$ cat src/rtl/ibr_pkg.sv
package ibr_pkg;

  localparam logic [3:0] OP0_WIDE_BR   = 4'd6;
  localparam logic [3:0] OP0_NARROW_BR = 4'd12;

  localparam logic [1:0] GRP_ZERO   = 2'd1;
  localparam logic [1:0] GRP_SCONST = 2'd2;
  localparam logic [1:0] GRP_UCONST = 2'd3;

  typedef enum logic [2:0] {
    FORM_NONE,
    FORM_ZERO,
    FORM_SCONST,
    FORM_UCONST,
    FORM_NARROW
  } form_e;

  // Low four codes line up with the 2-bit condition field.
  typedef enum logic [2:0] {
    CMP_EQ    = 3'd0,
    CMP_NE    = 3'd1,
    CMP_LT    = 3'd2,
    CMP_GE    = 3'd3,
    CMP_LTU   = 3'd4,
    CMP_GEU   = 3'd5,
    CMP_NEVER = 3'd6
  } cond_e;

  function automatic logic [31:0] signed_const(input logic [3:0] idx);
    logic [31:0] v;
    case (idx)
      4'd0:    v = 32'hFFFF_FFFF;
      4'd9:    v = 32'd10;
      4'd10:   v = 32'd12;
      4'd11:   v = 32'd16;
      4'd12:   v = 32'd32;
      4'd13:   v = 32'd64;
      4'd14:   v = 32'd128;
      4'd15:   v = 32'd256;
      default: v = {28'd0, idx};
    endcase
    return v;
  endfunction

  function automatic logic [31:0] unsigned_const(input logic [3:0] idx);
    logic [31:0] v;
    case (idx)
      4'd0:    v = 32'd32768;
      4'd1:    v = 32'd65536;
      default: v = signed_const(idx);
    endcase
    return v;
  endfunction

endpackage

$ cat src/rtl/ibr_decode.sv
module ibr_decode
  import ibr_pkg::*;
#(
  parameter int XLEN = 32,
  parameter int ILEN = 24
) (
  input  logic            narrow,
  input  logic [ILEN-1:0] insn,
  output form_e           form,
  output cond_e           cond,
  output logic [XLEN-1:0] operand,
  output logic [XLEN-1:0] offset
);

  localparam int OFS12_LSB = ILEN - 12;
  localparam int OFS8_LSB  = ILEN - 8;

  logic [3:0]  op0;
  logic [1:0]  grp;
  logic [1:0]  mode;
  logic [3:0]  tfield;
  logic [3:0]  idx;
  logic [11:0] ofs12;
  logic [7:0]  ofs8;

  assign op0    = insn[3:0];
  assign grp    = insn[5:4];
  assign mode   = insn[7:6];
  assign tfield = insn[7:4];
  assign idx    = insn[15:12];
  assign ofs12  = insn[ILEN-1:OFS12_LSB];
  assign ofs8   = insn[ILEN-1:OFS8_LSB];

  always_comb begin
    form    = FORM_NONE;
    cond    = CMP_NEVER;
    operand = '0;
    offset  = '0;
    if (narrow) begin
      if (op0 == OP0_NARROW_BR && tfield[3]) begin
        form   = FORM_NARROW;
        cond   = tfield[2] ? CMP_NE : CMP_EQ;
        offset = XLEN'({tfield[1:0], idx});
      end
    end else if (op0 == OP0_WIDE_BR) begin
      case (grp)
        GRP_ZERO: begin
          form   = FORM_ZERO;
          cond   = cond_e'({1'b0, mode});
          offset = {{(XLEN-12){ofs12[11]}}, ofs12};
        end
        GRP_SCONST: begin
          form    = FORM_SCONST;
          cond    = cond_e'({1'b0, mode});
          operand = XLEN'(signed_const(idx));
          offset  = {{(XLEN-8){ofs8[7]}}, ofs8};
        end
        GRP_UCONST: begin
          if (mode[1]) begin
            form    = FORM_UCONST;
            cond    = mode[0] ? CMP_GEU : CMP_LTU;
            operand = XLEN'(unsigned_const(idx));
            offset  = {{(XLEN-8){ofs8[7]}}, ofs8};
          end
        end
        default: ;
      endcase
    end
  end

endmodule

$ cat src/rtl/ibr_compare.sv
module ibr_compare
  import ibr_pkg::*;
#(
  parameter int XLEN = 32
) (
  input  cond_e           cond,
  input  logic [XLEN-1:0] lhs,
  input  logic [XLEN-1:0] rhs,
  output logic            hit
);

  logic eq, lt_s, lt_u;

  assign eq   = (lhs == rhs);
  assign lt_s = ($signed(lhs) < $signed(rhs));
  assign lt_u = (lhs < rhs);

  always_comb begin
    case (cond)
      CMP_EQ:  hit = eq;
      CMP_NE:  hit = !eq;
      CMP_LT:  hit = lt_s;
      CMP_GE:  hit = !lt_s;
      CMP_LTU: hit = lt_u;
      CMP_GEU: hit = !lt_u;
      default: hit = 1'b0;
    endcase
  end

endmodule

$ cat src/rtl/ibr_pc_calc.sv
module ibr_pc_calc #(
  parameter int XLEN     = 32,
  parameter int BR_BASE  = 4,
  parameter int LEN_WIDE = 3,
  parameter int LEN_NARW = 2
) (
  input  logic            narrow,
  input  logic [XLEN-1:0] pc,
  input  logic [XLEN-1:0] offset,
  output logic [XLEN-1:0] target,
  output logic [XLEN-1:0] fallthru
);

  localparam logic [XLEN-1:0] BASE_INC = XLEN'(BR_BASE);
  localparam logic [XLEN-1:0] WIDE_INC = XLEN'(LEN_WIDE);
  localparam logic [XLEN-1:0] NARW_INC = XLEN'(LEN_NARW);

  assign target   = pc + BASE_INC + offset;
  assign fallthru = pc + (narrow ? NARW_INC : WIDE_INC);

endmodule

$ cat src/rtl/imm_branch_resolver.sv
module imm_branch_resolver
  import ibr_pkg::*;
#(
  parameter int XLEN = 32,
  parameter int ILEN = 24
) (
  input  logic            clk,
  input  logic            rst_n,
  input  logic            in_valid,
  input  logic            in_narrow,
  input  logic [ILEN-1:0] in_insn,
  input  logic [XLEN-1:0] in_pc,
  input  logic [XLEN-1:0] in_rs,
  output logic            out_valid,
  output logic            out_handled,
  output logic            out_taken,
  output logic [XLEN-1:0] out_target,
  output logic [XLEN-1:0] out_fallthru,
  output logic [XLEN-1:0] out_next_pc
);

  form_e           dec_form;
  cond_e           dec_cond;
  logic [XLEN-1:0] dec_operand;
  logic [XLEN-1:0] dec_offset;
  logic            cmp_hit;
  logic [XLEN-1:0] calc_target;
  logic [XLEN-1:0] calc_fallthru;
  logic            unused_src_sel;

  assign unused_src_sel = ^in_insn[11:8];

  ibr_decode #(.XLEN(XLEN), .ILEN(ILEN)) u_decode (
    .narrow  (in_narrow),
    .insn    (in_insn),
    .form    (dec_form),
    .cond    (dec_cond),
    .operand (dec_operand),
    .offset  (dec_offset)
  );

  ibr_compare #(.XLEN(XLEN)) u_compare (
    .cond (dec_cond),
    .lhs  (in_rs),
    .rhs  (dec_operand),
    .hit  (cmp_hit)
  );

  ibr_pc_calc #(.XLEN(XLEN)) u_pc_calc (
    .narrow   (in_narrow),
    .pc       (in_pc),
    .offset   (dec_offset),
    .target   (calc_target),
    .fallthru (calc_fallthru)
  );

  // Next-state logic
  logic            nxt_handled;
  logic            nxt_taken;
  logic [XLEN-1:0] nxt_next_pc;
  logic            res_en;

  assign res_en = in_valid;

  always_comb begin
    nxt_handled = (dec_form != FORM_NONE);
    nxt_taken   = nxt_handled && cmp_hit;
    nxt_next_pc = nxt_taken ? calc_target : calc_fallthru;
  end

  // Registers
  always_ff @(posedge clk or negedge rst_n) begin
    if (!rst_n) begin
      out_valid <= 1'b0;
    end else begin
      out_valid <= in_valid;
    end
  end

  always_ff @(posedge clk or negedge rst_n) begin
    if (!rst_n) begin
      out_handled  <= 1'b0;
      out_taken    <= 1'b0;
      out_target   <= '0;
      out_fallthru <= '0;
      out_next_pc  <= '0;
    end else if (res_en) begin
      out_handled  <= nxt_handled;
      out_taken    <= nxt_taken;
      out_target   <= calc_target;
      out_fallthru <= calc_fallthru;
      out_next_pc  <= nxt_next_pc;
    end
  end


  valid_follow_chk: assert property (@(posedge clk) disable iff (!rst_n)
    in_valid |=> out_valid);


  valid_origin_chk: assert property (@(posedge clk) disable iff (!rst_n)
    out_valid |-> $past(in_valid));


  result_hold_chk: assert property (@(posedge clk) disable iff (!rst_n)
    !in_valid |=> ($stable(out_next_pc) && $stable(out_taken)));


  taken_needs_handled_chk: assert property (@(posedge clk) disable iff (!rst_n)
    out_taken |-> out_handled);


  fallthru_step_chk: assert property (@(posedge clk) disable iff (!rst_n)
    out_valid |-> (out_fallthru == $past(in_pc) + ($past(in_narrow) ? XLEN'(2) : XLEN'(3))));


  next_pc_pick_chk: assert property (@(posedge clk) disable iff (!rst_n)
    out_valid |-> (out_next_pc == (out_taken ? out_target : out_fallthru)));

endmodule

$ cat config.mk
export PLATFORM = sky130hd
export DESIGN_NAME = imm_branch_resolver
export DESIGN_NICKNAME = d
export VERILOG_FILES = /design/src/rtl/ibr_pkg.sv /design/src/rtl/ibr_decode.sv /design/src/rtl/ibr_compare.sv /design/src/rtl/ibr_pc_calc.sv /design/src/rtl/imm_branch_resolver.sv
export SDC_FILE = /design/constraint.sdc
export NUM_CORES = 1
export LEC_CHECK = 0
export ABC_CLOCK_PERIOD_IN_PS = 2200
export BUFFER_PORTS_ARGS = -buffer_cell sky130_fd_sc_hd__clkbuf_2
export CORE_MARGIN = 8
export CORE_UTILIZATION = 45
export DETAILED_ROUTE_END_ITERATION = 8
export MAX_ROUTING_LAYER = met4
export PLACE_DENSITY = 0.67
export SYNTH_ARGS = -nofsm -noshare
export SYNTH_HDL_FRONTEND = slang
export SYNTH_SLANG_ARGS = --single-unit
$ cat constraint.sdc
create_clock -name clk -period 2.2 [get_ports clk]
set_input_delay 0.66 -clock clk [delete_from_list [all_inputs] [get_ports clk]]
set_output_delay 0.66 -clock clk [all_outputs]
set_load 0.005 [all_outputs]
==> results.rst, run 1 <==
.. list-table::
   :header-rows: 1

   * - Metric
     - Value
   * - Period utilisation layout
     - 203%
   * - Critical-path maximum fanout
     - 7
   * - Area inside the core boundary
     - about 17000 um^2
   * - Post-synthesis to final-layout area growth
     - 67.9%
   * - Flop and latch count out of synthesis
     - 99
   * - Top post-synthesis cells by count
     - 99 x sky130_fd_sc_hd__dfrtp_1, 99 x sky130_fd_sc_hd__ha_1, 87 x sky130_fd_sc_hd__nand2_1, 84 x sky130_fd_sc_hd__nor2_1, 68 x sky130_fd_sc_hd__a21oi_1
   * - Launch instance of the worst register-to-register path
     - out_next_pc[12]
   * - Worst Path Required
     - roughly 2500 ps
   * - Setup Slack @ Placement
     - -2550 ps
   * - Number of slew-limit violations in the final report
     - 0
   * - Transition at the pin with the smallest max-transition slack
     - 588 ps
   * - Half-perimeter wire length after detailed placement
     - 20200 um
   * - Part of the power in registers
     - 38.8%
   * - Power share of the clock group
     - 31.3%
   * - Worst Setup End Kind
     - flip-flop
   * - Starting density of the core
     - 45.5%
   * - GP Congestion
     - 0.851
   * - Maximum clock frequency
     - 0.224 GHz
   * - Sw Pwr
     - between 0.0015 and 0.002 W
   * - Critical path endpoint
     - out_next_pc[27]
   * - Worst path max stage delay
     - 390 ps
   * - Cell taking the most area after synthesis
     - sky130_fd_sc_hd__dfrtp_1
   * - Setup crit start
     - in_insn[3]
   * - Worst Path Class, Setup
     - in -> reg
   * - Outcome
     - complete, but fails checks
   * - Number of hold-repair buffers added at the cts stage
     - 0
   * - Largest voltage drop on the vdd net
     - 0.000425 V
   * - Post-Synthesis Net Count
     - 1069
   * - Setup WS post-layout
     - -2260 ps
   * - Initial antenna violation count
     - 0
   * - Via count of the first global-routing pass
     - 8839
   * - Clock input transition at the sequential cells of the worst setup and hold paths
     - 80 ps
   * - Final wirelength
     - approximately 33000 um
   * - Pin count of the biggest net entering global routing
     - about 70
   * - Fraction of the yosys area taken by sequential cells
     - a little under a third
   * - Total power of the final layout
     - 0.00548 W
   * - Wire length of the first global-routing pass
     - 45700 um
   * - Post-Syn Area per Cell
     - 8.92 um^2
   * - Top-level I/O count
     - 191
   * - DRC errors left
     - 0
   * - Sum of overflow across all layers after global routing
     - 0
   * - Residual antenna-violating net count after detailed routing
     - 0
   * - Iteration-0 DRC count of the detailed router
     - 773
   * - Average routed wire per standard cell
     - 21.4 um
   * - Horizontal die dimension
     - 148 um
   * - Bufs on Longest Clock Path
     - 2
   * - Max_slew headroom
     - between 60% and 70%
   * - Cell count after placement
     - 1472
   * - Unrepaired setup endpoints after global routing
     - true
   * - Power density relative to cell area
     - roughly 420 nW/um^2
   * - Yosys warns
     - 0
   * - # diodes
     - 0
   * - Filler instances
     - 1104
   * - Count of input and output buffers
     - ~190
   * - Main flop type after synthesis
     - sky130_fd_sc_hd__dfrtp_1
   * - Number of levels in the clock H-tree
     - 3
   * - Logic depth of the worst register-to-register path
     - 1
   * - Async SR Flop Fraction
     - 100%
   * - Count of vias placed by the detailed router
     - 8986
   * - Cells traversed along the worst timing path
     - buf_6, or3b_4, or2_4, nor2_4, and2_4, buf_4, buf_4, nand2_1, nand2_2, ha_4, ha_4, buf_4, nand2_1, o21ai_0, nand2_1, a41oi_4, o22ai_4, o21ai_1, xor2_1, nand2_1, a31oi_1
   * - Chip height
     - 148 um
   * - Number of sinks driven by the clock tree
     - 99
   * - End of the worst register-to-register path
     - out_next_pc[12]
   * - Min Clock Period, post-route
     - 4460 ps
   * - Number of rows in the core area
     - 48
   * - Path category of the worst min-delay check
     - in -> async
   * - Root buffer cell
     - sky130_fd_sc_hd__clkbuf_16
   * - Cells after Synth
     - 877
   * - Dominant cells by area after synthesis
     - sky130_fd_sc_hd__dfrtp_1 32%, sky130_fd_sc_hd__ha_1 16%, sky130_fd_sc_hd__a21oi_1 4.3%
   * - Die area
     - 21900 um^2
   * - Clock insertion delay at the later pin of the skew report
     - 360 ps
   * - Max-cap violation count
     - 0
   * - Number of optimization iterations in the first detailed-route pass
     - 5
   * - Crit path top cell by count
     - sky130_fd_sc_hd__nand2_1
   * - Number of different library cells in the post-synthesis netlist
     - 70
   * - Switching Fraction
     - 31.9%
   * - Total standard cell area after synthesis
     - just under 8000 um^2
   * - Number of nets in the finished design
     - 1505
   * - Share of cells above drive strength 1
     - 53.9%
   * - Num CTS Buffers
     - 9
   * - Number of standard cells in the layout, taps in and fillers out
     - 1543
   * - Count of endpoints failing setup in the final report
     - between 60 and 70
   * - TritonCTS clock tree
     - yes
   * - Sort of element at the start of the critical path
     - input pin
   * - Worst clock skew on the final layout
     - 0 ps
   * - All-Layer GR Usage
     - around a quarter
   * - Category of cells accounting for the largest share of critical-path delay
     - simple AND/OR/NAND/NOR gates
   * - Number of stages on the worst setup path
     - 21
   * - Number of enable-type register cells in the synthesized netlist
     - 0
   * - Top-area cell type share of the netlist area
     - 31.7%
   * - Vias per cell
     - 5.82
   * - Fraction of power consumed by combinational cells
     - a little under a third
   * - Violated checks
     - setup timing
   * - Critical path's slowest cell
     - sky130_fd_sc_hd__or3b_4
   * - Leakage component of the power
     - 6.43 nW
   * - Sum of buffers and inverters on the critical path
     - 4
   * - Critical Path AT
     - around 4700 ps
   * - Final number of hold-violating endpoints
     - 0
   * - Reg-to-reg setup timing slack
     - about 1300 ps
   * - Total internal power
     - 0.00373 W
==> metrics by stage <==
stage | TNS, ps | util [%] | hold WS, ps | instance area [um^2]
after floorplan | -118460 | - | 364 | 8170
after global placement | -142590 | 63.4 | 462 | 10900
after detailed placement | -146980 | 63.4 | 471 | 10900
after CTS | -110800 | 72.2 | 246 | 12400
after global routing | -128440 | 76.5 | 260 | 13100
final | -122320 | 76.5 | 231 | 13100
==> cell families (layout without fill, tap and decap cells) <==
family / Yosys count / after routing / synth area share (%)
buffers and inverters: 69 / 509 / 3.87
XOR/XNOR: 61 / 61 / 6.83
AO/OA/AOI/OAI: 219 / 220 / 17.9
adder cells (fa/ha/maj): 100 / 100 / 16.1
multiplexers: 49 / 49 / 6.72
flip-flops: 99 / 99 / 31.7
AND/OR/NAND/NOR: 280 / 280 / 17.0
==> registers in the layout, indices dropped and copies added (netlist names) <==
signal / count
out_valid: 1
out_next_pc: 32
out_target: 32
out_fallthru: 32
out_handled: 1
out_taken: 1
==> metal layers <==
metal | vias up | share of wire (%) | GRT usage, %
met5 | - | 0 | -
met4 | 0 | 5.3 | 11.3
met3 | 153 | 7.1 | 4.83
met2 | 474 | 48 | 42.9
met1 | 4316 | 40 | 32.6
li1 | 4043 | - | -
==> cell type report <==
cell class / instances / area, um^2 / share of cell area (%)
clock buffers: 9 / 225 / 1.71
clock inverters: 7 / 91.3 / 0.695
inverters: 32 / 135 / 1.03
multi-input cells: 710 / 6570 / 50.0
flip-flops and latches: 99 / 2480 / 18.9
well taps: 225 / 282 / 2.14
repair buffers: 461 / 3360 / 25.6
==> cell usage in the layout (no fill, tap or decap), types with 11 or more instances in the layout <==
| cell type | instances |
|---|---|
| sky130_fd_sc_hd__mux2_4 | 17 |
| sky130_fd_sc_hd__mux2_2 | 11 |
| sky130_fd_sc_hd__o21ai_0 | 19 |
| sky130_fd_sc_hd__dfrtp_1 | 99 |
| sky130_fd_sc_hd__clkbuf_16 | 11 |
| sky130_fd_sc_hd__a21o_1 | 17 |
| sky130_fd_sc_hd__ha_1 | 59 |
| sky130_fd_sc_hd__nand2_2 | 11 |
| sky130_fd_sc_hd__xor2_1 | 16 |
| sky130_fd_sc_hd__xnor2_1 | 17 |
| sky130_fd_sc_hd__ha_4 | 40 |
| sky130_fd_sc_hd__nand4_1 | 13 |
| sky130_fd_sc_hd__clkbuf_2 | 181 |
| sky130_fd_sc_hd__xnor2_2 | 15 |
| sky130_fd_sc_hd__o21ai_1 | 15 |
| sky130_fd_sc_hd__a31oi_1 | 11 |
| sky130_fd_sc_hd__o21ai_2 | 17 |
| sky130_fd_sc_hd__buf_6 | 33 |
| sky130_fd_sc_hd__nand2_1 | 71 |
| sky130_fd_sc_hd__a21oi_2 | 17 |
| sky130_fd_sc_hd__mux2i_1 | 18 |
| sky130_fd_sc_hd__buf_4 | 230 |
| sky130_fd_sc_hd__nand3_1 | 16 |
| sky130_fd_sc_hd__nor2_1 | 75 |
| sky130_fd_sc_hd__a21oi_1 | 51 |
| sky130_fd_sc_hd__inv_1 | 27 |
==> worst min-delay path by stage <==
stage,start,to,slack [ps]
after global placement,out_next_pc[5],out_next_pc[5],460
final,rst_n,out_target[1],230
after detailed placement,out_next_pc[5],out_next_pc[5],470
after floorplan,rst_n,out_fallthru[0],360
after global routing,rst_n,out_target[1],260
after CTS,rst_n,out_target[1],250
==> timing repair <==
action,4_1_cts,5_1_grt
setup endpoints to repair,71,80
gates cloned,4,2
setup buffers,33,26
gates resized for setup,164,116
pin swaps,69,61
==> power groups by stage <==
stage	clock network (W)	registers, W	logic, W
2_1_floorplan	0	0.00215	0.000568
3_3_place_gp	0	0.00214	0.00130
3_5_place_dp	0	0.00215	0.00133
4_1_cts	0.00174	0.00212	0.00147
5_1_grt	0.00180	0.00214	0.00176
6_report	0.00171	0.00212	0.00164
Note: power is estimated with default switching activity, not from simulation.
==> run 2, diff against run 1 <==
Settings changed: SETUP_SLACK_MARGIN set to 0.3.
==> results.rst, run 2 (synthesis results as in run 1) <==
.. list-table::
   :header-rows: 1

   * - Metric
     - Value
   * - Worst Path Required
     - 2440 ps (-20 ps)
   * - Sequential Area
     - 2480 um^2 (unchanged)
   * - Sum of overflow across all layers after global routing
     - 0 (unchanged)
   * - End of the worst register-to-register path
     - out_next_pc[24]
   * - Clock input transition at the sequential cells of the worst setup and hold paths
     - 80 ps (about the same)
   * - Max-cap violation count
     - 0 (unchanged)
   * - Critical Path AT
     - 4610 ps (-110 ps)
   * - Critical-path maximum fanout
     - 12 (+5)
   * - Sum of buffers and inverters on the critical path
     - 3 (-1)
   * - Number of levels in the clock H-tree
     - 3 (unchanged)
   * - Wire length of the first global-routing pass
     - 44600 um (-2.6%)
   * - Number of sinks driven by the clock tree
     - 99 (unchanged)
   * - Count of endpoints failing setup in the final report
     - 81 (+19%)
   * - Final wirelength
     - 33700 um (+2.1%)
   * - Core utilization of the finished layout
     - 77.1% (+0.67 points)
   * - Clock insertion delay at the later pin of the skew report
     - 360 ps (about the same)
   * - Chip height
     - 148 um (unchanged)
   * - Initial antenna violation count
     - 1 (+1)
   * - Horizontal die dimension
     - 148 um (unchanged)
   * - Worst path max stage delay
     - 440 ps (+50 ps)
   * - Top-level I/O count
     - 191 (unchanged)
   * - Post-synthesis to final-layout area growth
     - 69.4%
   * - Period utilisation layout
     - 198% (-4.4 points)
   * - Number of nets in the finished design
     - 1487 (-1.2%)
   * - Area inside the core boundary
     - 17200 um^2 (unchanged)
   * - Number of rows in the core area
     - 48 (unchanged)
   * - Vias per cell
     - 5.90 (+1.2%)
   * - Worst clock skew on the final layout
     - 0 ps (unchanged)
   * - Filler instances
     - 1045 (-5.3%)
   * - Critical path's slowest cell
     - sky130_fd_sc_hd__or4_4
   * - Count of vias placed by the detailed router
     - 8996 (+0.11%)
   * - Count of input and output buffers
     - 186 (unchanged)
   * - All-Layer GR Usage
     - 25.7% (-1.0 points)
   * - Most common library cell in the layout ignoring fill and taps
     - sky130_fd_sc_hd__buf_4
   * - Power density relative to cell area
     - 406 nW/um^2 (-2.5%)
   * - Iteration-0 DRC count of the detailed router
     - 747 (-3.4%)
   * - Worst Setup End Kind
     - flip-flop
   * - Footprint of the multi-input gates
     - 6910 um^2 (+5.2%)
   * - Num CTS Buffers
     - 9 (unchanged)
   * - GP Congestion
     - 0.926 (+8.9%)
   * - Crit path top cell by count
     - sky130_fd_sc_hd__buf_6
   * - Max_slew headroom
     - 54.0% (-6.8 points)
   * - Via count of the first global-routing pass
     - 8674 (-1.9%)
   * - Reg-to-reg setup timing slack
     - 1350 ps (+30 ps)
   * - Logic depth of the worst register-to-register path
     - 1 (unchanged)
   * - Residual antenna-violating net count after detailed routing
     - 0 (unchanged)
   * - Setup WS post-layout
     - -2160 ps (+97.7 ps)
   * - Launch instance of the worst register-to-register path
     - out_next_pc[24]
   * - Transition at the pin with the smallest max-transition slack
     - 690 ps (+101 ps)
   * - Top Registers
     - out_fallthru (32), out_next_pc (32), out_target (32)
   * - Unrepaired setup endpoints after global routing
     - true
   * - Number of standard cells in the layout, taps in and fillers out
     - 1526 (-1.1%)
   * - Share of cells above drive strength 1
     - 55.8% (+1.9 points)
   * - Cell count after placement
     - 1460 (-0.82%)
   * - Maximum clock frequency
     - 0.229 GHz (+2.2%)
   * - Cells traversed along the worst timing path
     - buf_6, or3b_4, or2_4, buf_6, nor2_4, o21ai_4, or4_4, ha_4, a21oi_2, o21ai_1, a221oi_2, nor3_4, or3_4, o21a_4, o211a_4, buf_12, or3_1, o311ai_1
   * - Worst Path Class, Setup
     - in -> reg
   * - Average routed wire per standard cell
     - 22.1 um (+3.3%)
   * - Root buffer cell
     - sky130_fd_sc_hd__clkbuf_16
   * - DRC errors left
     - 0 (unchanged)
   * - Starting density of the core
     - 45.5% (unchanged)
   * - Path category of the worst min-delay check
     - in -> async
   * - TritonCTS clock tree
     - yes
   * - Outcome
     - complete, but fails checks
   * - Sort of element at the start of the critical path
     - input pin
   * - Leakage component of the power
     - 6.28 nW (-2.3%)
   * - Pin count of the biggest net entering global routing
     - 100 (+45%)
   * - Highest-count cells in the layout ignoring fill and taps
     - 217 x sky130_fd_sc_hd__buf_4, 180 x sky130_fd_sc_hd__clkbuf_2, 99 x sky130_fd_sc_hd__dfrtp_1
   * - Die area
     - 21900 um^2 (unchanged)
   * - Largest voltage drop on the vdd net
     - 0.000441 V (+3.6%)
   * - Bufs on Longest Clock Path
     - 2 (unchanged)
   * - Min Clock Period, post-route
     - 4360 ps (-97.7 ps)
   * - Violated checks
     - setup timing
   * - Half-perimeter wire length after detailed placement
     - 19600 um (-2.6%)
   * - Category of cells accounting for the largest share of critical-path delay
     - simple AND/OR/NAND/NOR gates
   * - Number of slew-limit violations in the final report
     - 0 (unchanged)
   * - Final number of hold-violating endpoints
     - 0 (unchanged)
   * - Number of optimization iterations in the first detailed-route pass
     - 8 (+3)
==> run 2: per-layer routing <==
metal | vias to the layer above | GRT usage, % | wire [um]
met5 | - | - | 0
met1 | 4371 | 31.3 | 12900
li1 | 4002 | - | -
met3 | 149 | 4.25 | 2360
met4 | 0 | 9.03 | 1810
met2 | 474 | 42.4 | 16600
==> run 2: through the flow <==
stage	worst slack [ps]	power [W]	cell area [um^2]	setup TNS [ps]	hold slack, ps
3_5_place_dp	-2540	0.00347	10800	-147560	469
6_report	-2160	0.00538	13300	-123660	348
3_3_place_gp	-2460	0.00344	10800	-142850	468
2_1_floorplan	-2230	0.00272	8180	-118470	364
5_1_grt	-2270	0.00561	13300	-130220	400
4_1_cts	-2030	0.00517	12200	-107950	389
==> run 2: cell type report <==
cell class | instances | area share [%]
antenna | 1 | 0.0189
multi-input combinational | 711 | 52.1
clock inverter | 6 | 0.368
tap | 225 | 2.12
sequential | 99 | 18.7
clock buffer | 10 | 1.80
inverter | 32 | 1.00
timing repair buffer | 442 | 23.9
==> run 2: what timing repair did <==
item | in CTS | in global routing
hold buffers | 0 | 0
resized for setup | 171 | 137
endpoints found under the hold margin | 0 | 0
setup buffers | 19 | 24
gates cloned | 3 | 3
pin swaps | 52 | 56
setup endpoints to repair | 87 | 88
==> run 2: report_power, final <==
group / leakage [nW] / switching (W) / internal, W / total, W
sequential: 1.16 / 0.000122 / 0.00200 / 0.00213
clock: 0.137 / 0.000780 / 0.000811 / 0.00159
combinational: 4.99 / 0.000851 / 0.000818 / 0.00167
==> run 2: how the worst max path moves through the flow <==
stage                     from         endpoint  cells past startpoint
finish              in_insn[3]  out_next_pc[20]                     18
global route        in_insn[3]  out_next_pc[21]                     19
CTS                 in_insn[3]  out_next_pc[21]                     19
detailed placement  in_insn[3]  out_next_pc[31]                     20
global placement    in_insn[3]   out_target[27]                     19
floorplan           in_insn[3]  out_next_pc[21]                     19
==> run 3, diff against run 2 <==
--- a/config.mk
+++ b/config.mk
@@ -10,6 +10,6 @@
 export CORE_MARGIN = 8
-export CORE_UTILIZATION = 45
+export CORE_UTILIZATION = 57
 export DETAILED_ROUTE_END_ITERATION = 8
 export MAX_ROUTING_LAYER = met4
-export PLACE_DENSITY = 0.67
+export PLACE_DENSITY = 0.82
 export SETUP_SLACK_MARGIN = 0.3
==> constraint.sdc (replaced) <==
create_clock -name clk -period 2.2 [get_ports clk]
set_input_delay 0.55 -clock clk [delete_from_list [all_inputs] [get_ports clk]]
set_output_delay 0.55 -clock clk [all_outputs]
set_load 0.005 [all_outputs]
==> results.rst, run 3 <==
.. list-table::
   :header-rows: 1

   * - Metric
     - Value
   * - Last flow stage reached
     - 5_1_grt
   * - Top post-synthesis cells by count
     - 99 x sky130_fd_sc_hd__dfrtp_1, 99 x sky130_fd_sc_hd__ha_1, 87 x sky130_fd_sc_hd__nand2_1, 84 x sky130_fd_sc_hd__nor2_1, 68 x sky130_fd_sc_hd__a21oi_1
   * - Flop and latch count out of synthesis
     - 99 (unchanged)
   * - Classification of the worst endpoint
     - register input
   * - Post-Syn Area per Cell
     - 8.92 um^2 (unchanged)
   * - Main flop type after synthesis
     - sky130_fd_sc_hd__dfrtp_1
   * - Number of levels in the clock H-tree
     - 3 (unchanged)
   * - Fraction of the yosys area taken by sequential cells
     - 31.7% (unchanged)
   * - Cell count after placement
     - 1416 (-3.0%)
   * - Yosys warns
     - 0 (unchanged)
   * - Starting density of the core
     - 57.3% (+12 points)
   * - Number of sinks driven by the clock tree
     - 99 (unchanged)
   * - Root buffer cell
     - sky130_fd_sc_hd__clkbuf_16
   * - Number of different library cells in the post-synthesis netlist
     - 70 (unchanged)
   * - Sum of overflow across all layers after global routing
     - 1382
   * - Number of hold-repair buffers added at the cts stage
     - 0 (unchanged)
   * - Number of rows in the core area
     - 43 (-10%)
   * - Bufs on Longest Clock Path
     - 2 (unchanged)
   * - Count of input and output buffers
     - 186 (unchanged)
   * - Pin count of the biggest net entering global routing
     - 52
   * - Number of enable-type register cells in the synthesized netlist
     - 0 (unchanged)
   * - Post-Synthesis Net Count
     - 1069 (unchanged)
   * - Top-area cell type share of the netlist area
     - 31.7% (unchanged)
   * - Half-perimeter wire length after detailed placement
     - 20300 um (+3.6%)
   * - Outcome
     - aborted with a tool error
   * - All-Layer GR Usage
     - 96.7%
   * - Cells after Synth
     - 877 (unchanged)
   * - Chip height
     - 133 um (-9.9%)
   * - Total standard cell area after synthesis
     - 7820 um^2 (unchanged)
   * - Error msg
     - [ERROR GRT-0232] Routing congestion too high. Check the congestion heatmap in the GUI.
   * - Setup Slack @ Placement
     - -2480 ps (+63.0 ps)
   * - Top-level I/O count
     - 191 (unchanged)
   * - Dominant cells by area after synthesis
     - sky130_fd_sc_hd__dfrtp_1 32%, sky130_fd_sc_hd__ha_1 16%, sky130_fd_sc_hd__a21oi_1 4.3%
   * - GP Congestion
     - 0.905 (-2.3%)
   * - Cell taking the most area after synthesis
     - sky130_fd_sc_hd__dfrtp_1
   * - Endpoint pin with the least setup slack after global-route repair
     - out_next_pc[21]$_DFFE_PN0P_/D
   * - Num CTS Buffers
     - 9 (unchanged)
   * - Horizontal die dimension
     - 133 um (-9.9%)
   * - Async SR Flop Fraction
     - 100% (unchanged)
run 3: cell counts after synthesis:
Identical to the previous run, type by type.
run 3: routing by layer:
metal	overflow	track usage, %
met5	-	-
met4	256	102
met3	12	75.6
met2	1098	124
met1	16	84.4
run 3: logic make-up after synthesis:
| logic type | share of synthesized area (%) |
|---|---|
| buf+inv | 3.87 |
| compound gates | 17.9 |
| simple gates | 17.0 |
| xor+xnor | 6.83 |
| mux | 6.72 |
| fa+ha+maj | 16.1 |
| flops | 31.7 |
run 3: what timing repair did:
| action | in CTS |
|---|---|
| setup buffers | 29 |
| endpoints found under the setup margin | 81 |
| pin swaps | 69 |
| gates cloned | 5 |
| gates resized for setup | 176 |
run 3: per-stage QoR:
step | setup TNS (ps) | util, % | instance area, um^2
2_1_floorplan | -111310 | - | 8180
3_3_place_gp | -131770 | 78.9 | 10800
3_5_place_dp | -139160 | 78.9 | 10800
4_1_cts | -105250 | 89.2 | 12200
==> run 4, diff against run 3 <==
Settings changed: CORE_UTILIZATION 57 to 40, MAX_ROUTING_LAYER met4 to unset, PLACE_DENSITY 0.82 to unset, PLACE_DENSITY_LB_ADDON set to 0.15, SETUP_SLACK_MARGIN 0.3 to unset.
==> results.rst, run 4 (synthesis results as in run 1) <==
.. list-table::
   :header-rows: 1

   * - Metric
     - Value
   * - Max_slew headroom
     - 58.4%
   * - Worst clock skew on the final layout
     - 0 ps
   * - Worst Path Required
     - about 2400 ps
   * - Largest voltage drop on the vdd net
     - 0.000335 V
   * - Worst path max stage delay
     - between 300 and 400 ps
   * - Path category of the worst min-delay check
     - in -> async
   * - Horizontal die dimension
     - 156 um (+17%)
   * - Fraction of power consumed by combinational cells
     - 29.4%
   * - Bufs on Longest Clock Path
     - 2 (unchanged)
   * - Violated checks
     - setup timing
   * - Period utilisation layout
     - 192%
   * - Pin count of the biggest net entering global routing
     - 54
   * - Number of hold-repair buffers added at the cts stage
     - 0 (unchanged)
   * - Count of input and output buffers
     - 186 (unchanged)
   * - Critical Path AT
     - 4470 ps
   * - Top-level I/O count
     - 191 (unchanged)
   * - Maximum clock frequency
     - between 0.2 and 0.25 GHz
   * - Residual antenna-violating net count after detailed routing
     - 0
   * - Sw Pwr
     - 0.00166 W
   * - Layout Cell Area excl Fill
     - 12900 um^2
   * - Average routed wire per standard cell
     - 18.5 um
   * - Worst Setup End Kind
     - flip-flop
   * - Starting density of the core
     - 40.5% (-17 points)
   * - Setup WS post-layout
     - -2030 ps
   * - Initial antenna violation count
     - 0
   * - Number of rows in the core area
     - 51 (+19%)
   * - Sum of overflow across all layers after global routing
     - 0
   * - Via count of the first global-routing pass
     - 8454
   * - TritonCTS clock tree
     - yes
   * - Switching Fraction
     - between 30% and 40%
   * - Total internal power
     - 0.00365 W
   * - Filler instances
     - around 1500
   * - Number of nets in the finished design
     - 1493
   * - Core utilization of the finished layout
     - around 67%
   * - Clock input transition at the sequential cells of the worst setup and hold paths
     - 70 ps
   * - Total power of the final layout
     - roughly 0.0053 W
   * - Half-perimeter wire length after detailed placement
     - 20300 um (-0.34%)
   * - DRC errors left
     - 0
   * - Final number of hold-violating endpoints
     - 0
   * - Final total negative setup slack
     - -112900 ps
   * - Top Registers
     - out_fallthru (32), out_next_pc (32), out_target (32)
   * - Critical path's slowest cell
     - sky130_fd_sc_hd__or3b_4
   * - Critical-path maximum fanout
     - 4
   * - Final wirelength
     - ~29000 um
   * - Number of levels in the clock H-tree
     - 3 (unchanged)
   * - Chip height
     - 156 um (+17%)
   * - Die area
     - around 24000 um^2
   * - Vias per cell
     - 5.26
   * - Number of standard cells in the layout, taps in and fillers out
     - 1571
   * - Cell count after placement
     - 1509 (+6.6%)
   * - Worst Path Class, Setup
     - in -> reg
   * - Placed instance area
     - 10900 um^2 (+0.91%)
   * - Unrepaired setup endpoints after global routing
     - true
   * - Clock insertion delay at the later pin of the skew report
     - 360 ps
   * - Part of the power in registers
     - 39.8%
   * - Outcome
     - complete, but fails checks
   * - Power density relative to cell area
     - 412 nW/um^2
   * - Number of optimization iterations in the first detailed-route pass
     - 5
   * - Min Clock Period, post-route
     - roughly 4200 ps
   * - Leakage component of the power
     - between 6 and 7 nW
   * - Number of slew-limit violations in the final report
     - 0
   * - Post-synthesis to final-layout area growth
     - 65.0%
   * - Sort of element at the start of the critical path
     - input pin
   * - Root buffer cell
     - sky130_fd_sc_hd__clkbuf_16
   * - Transition at the pin with the smallest max-transition slack
     - 624 ps
   * - Wire length of the first global-routing pass
     - roughly 43000 um
   * - Area inside the core boundary
     - 19300 um^2
   * - Most common library cell in the layout ignoring fill and taps
     - sky130_fd_sc_hd__buf_4
   * - Number of sinks driven by the clock tree
     - 99 (unchanged)
   * - Num CTS Buffers
     - 9 (unchanged)
   * - Count of vias placed by the detailed router
     - 8270
   * - All-Layer GR Usage
     - between 20% and 30%
   * - Crit path top cell by count
     - sky130_fd_sc_hd__buf_4
   * - GP Congestion
     - 0.866 (-4.3%)
   * - Count of endpoints failing setup in the final report
     - 65
   * - Share of cells above drive strength 1
     - about 52%
   * - Max-cap violation count
     - 0
   * - Power share of the clock group
     - 30.8%
   * - # diodes
     - 0
   * - Cells traversed along the worst timing path
     - buf_6, or3b_4, or2_4, nor2_4, and2_4, or2_4, buf_4, a22oi_1, ha_1, inv_2, buf_4, buf_6, ha_4, a211oi_4, nor4_4, a211oi_2, buf_4, o2111ai_4, a21oi_2, nor2_1, o311ai_1, buf_4, o221ai_2
   * - Highest-count cells in the layout ignoring fill and taps
     - 226 x sky130_fd_sc_hd__buf_4, 180 x sky130_fd_sc_hd__clkbuf_2, 99 x sky130_fd_sc_hd__dfrtp_1
   * - Iteration-0 DRC count of the detailed router
     - 385
-- run 4: through the flow --
step	worst slack, ps	hold WS [ps]
after floorplan	-2120	254
after global placement	-2330	469
after detailed placement	-2360	477
after CTS	-1900	138
after global routing	-2160	145
final	-2030	120
-- run 4: path summary, 6_finish.rpt --
| path | startpoint | slack (ps) | depth (start not counted) | end |
|---|---|---|---|---|
| max | in_insn[3] | -2030 | 23 | out_next_pc[28] |
| min | rst_n | 120 | 1 | out_target[3] |
| max reg2reg | out_next_pc[18] | 1290 | 1 | out_next_pc[18] |
| min reg2reg | out_fallthru[18] | 490 | 1 | out_fallthru[18] |
| max in group asynchronous | rst_n | 1470 | 2 | out_next_pc[19] |
| min in group clk | out_fallthru[18] | 490 | 1 | out_fallthru[18] |
-- run 4: area by class of cell --
| class | count | area [um^2] | area share, % |
|---|---|---|---|
| Timing Repair Buffer | 449 | 3190 | 24.7 |
| Multi-Input combinational cell | 710 | 6490 | 50.3 |
| Clock buffer | 11 | 253 | 1.96 |
| Clock inverter | 5 | 45.0 | 0.349 |
| Inverter | 32 | 123 | 0.950 |
| Tap cell | 265 | 332 | 2.57 |
| Sequential cell | 99 | 2480 | 19.2 |
-- run 4: power groups by stage --
stage / sequential (W) / clock (W) / combinational (W)
after CTS: 0.00211 / 0.00167 / 0.00144
final: 0.00212 / 0.00163 / 0.00156
after floorplan: 0.00215 / 0 / 0.000562
after global routing: 0.00214 / 0.00173 / 0.00171
after detailed placement: 0.00215 / 0 / 0.00132
after global placement: 0.00215 / 0 / 0.00130
-- run 4: worst max-delay path, delay by kind of cell --
family | cells | cell delay (ps)
adder cells (fa/ha/maj) | 2 | 550
buffers and inverters | 7 | 870
AO/OA/AOI/OAI | 7 | 1330
AND/OR/NAND/NOR | 7 | 1170
-- run 4: layer usage --
layer  vias up  part of all wire, %  routed length [um]  global-route usage [%]
met5         -                    0                   0                       0
met4         0                  2.5                 734                    5.36
met3        51                  7.0                2030                    4.79
met2       249                   49               14300                    37.7
met1      3954                   41               12000                    27.0
li1       4016                    -                   -                       -
-- run 4: repair_timing --
action                                  CTS  global route
cloned                                    0             5
pin swaps                                35            75
setup buffers                            17            28
endpoints found under the setup margin   76            76
gates resized for setup                 131           131
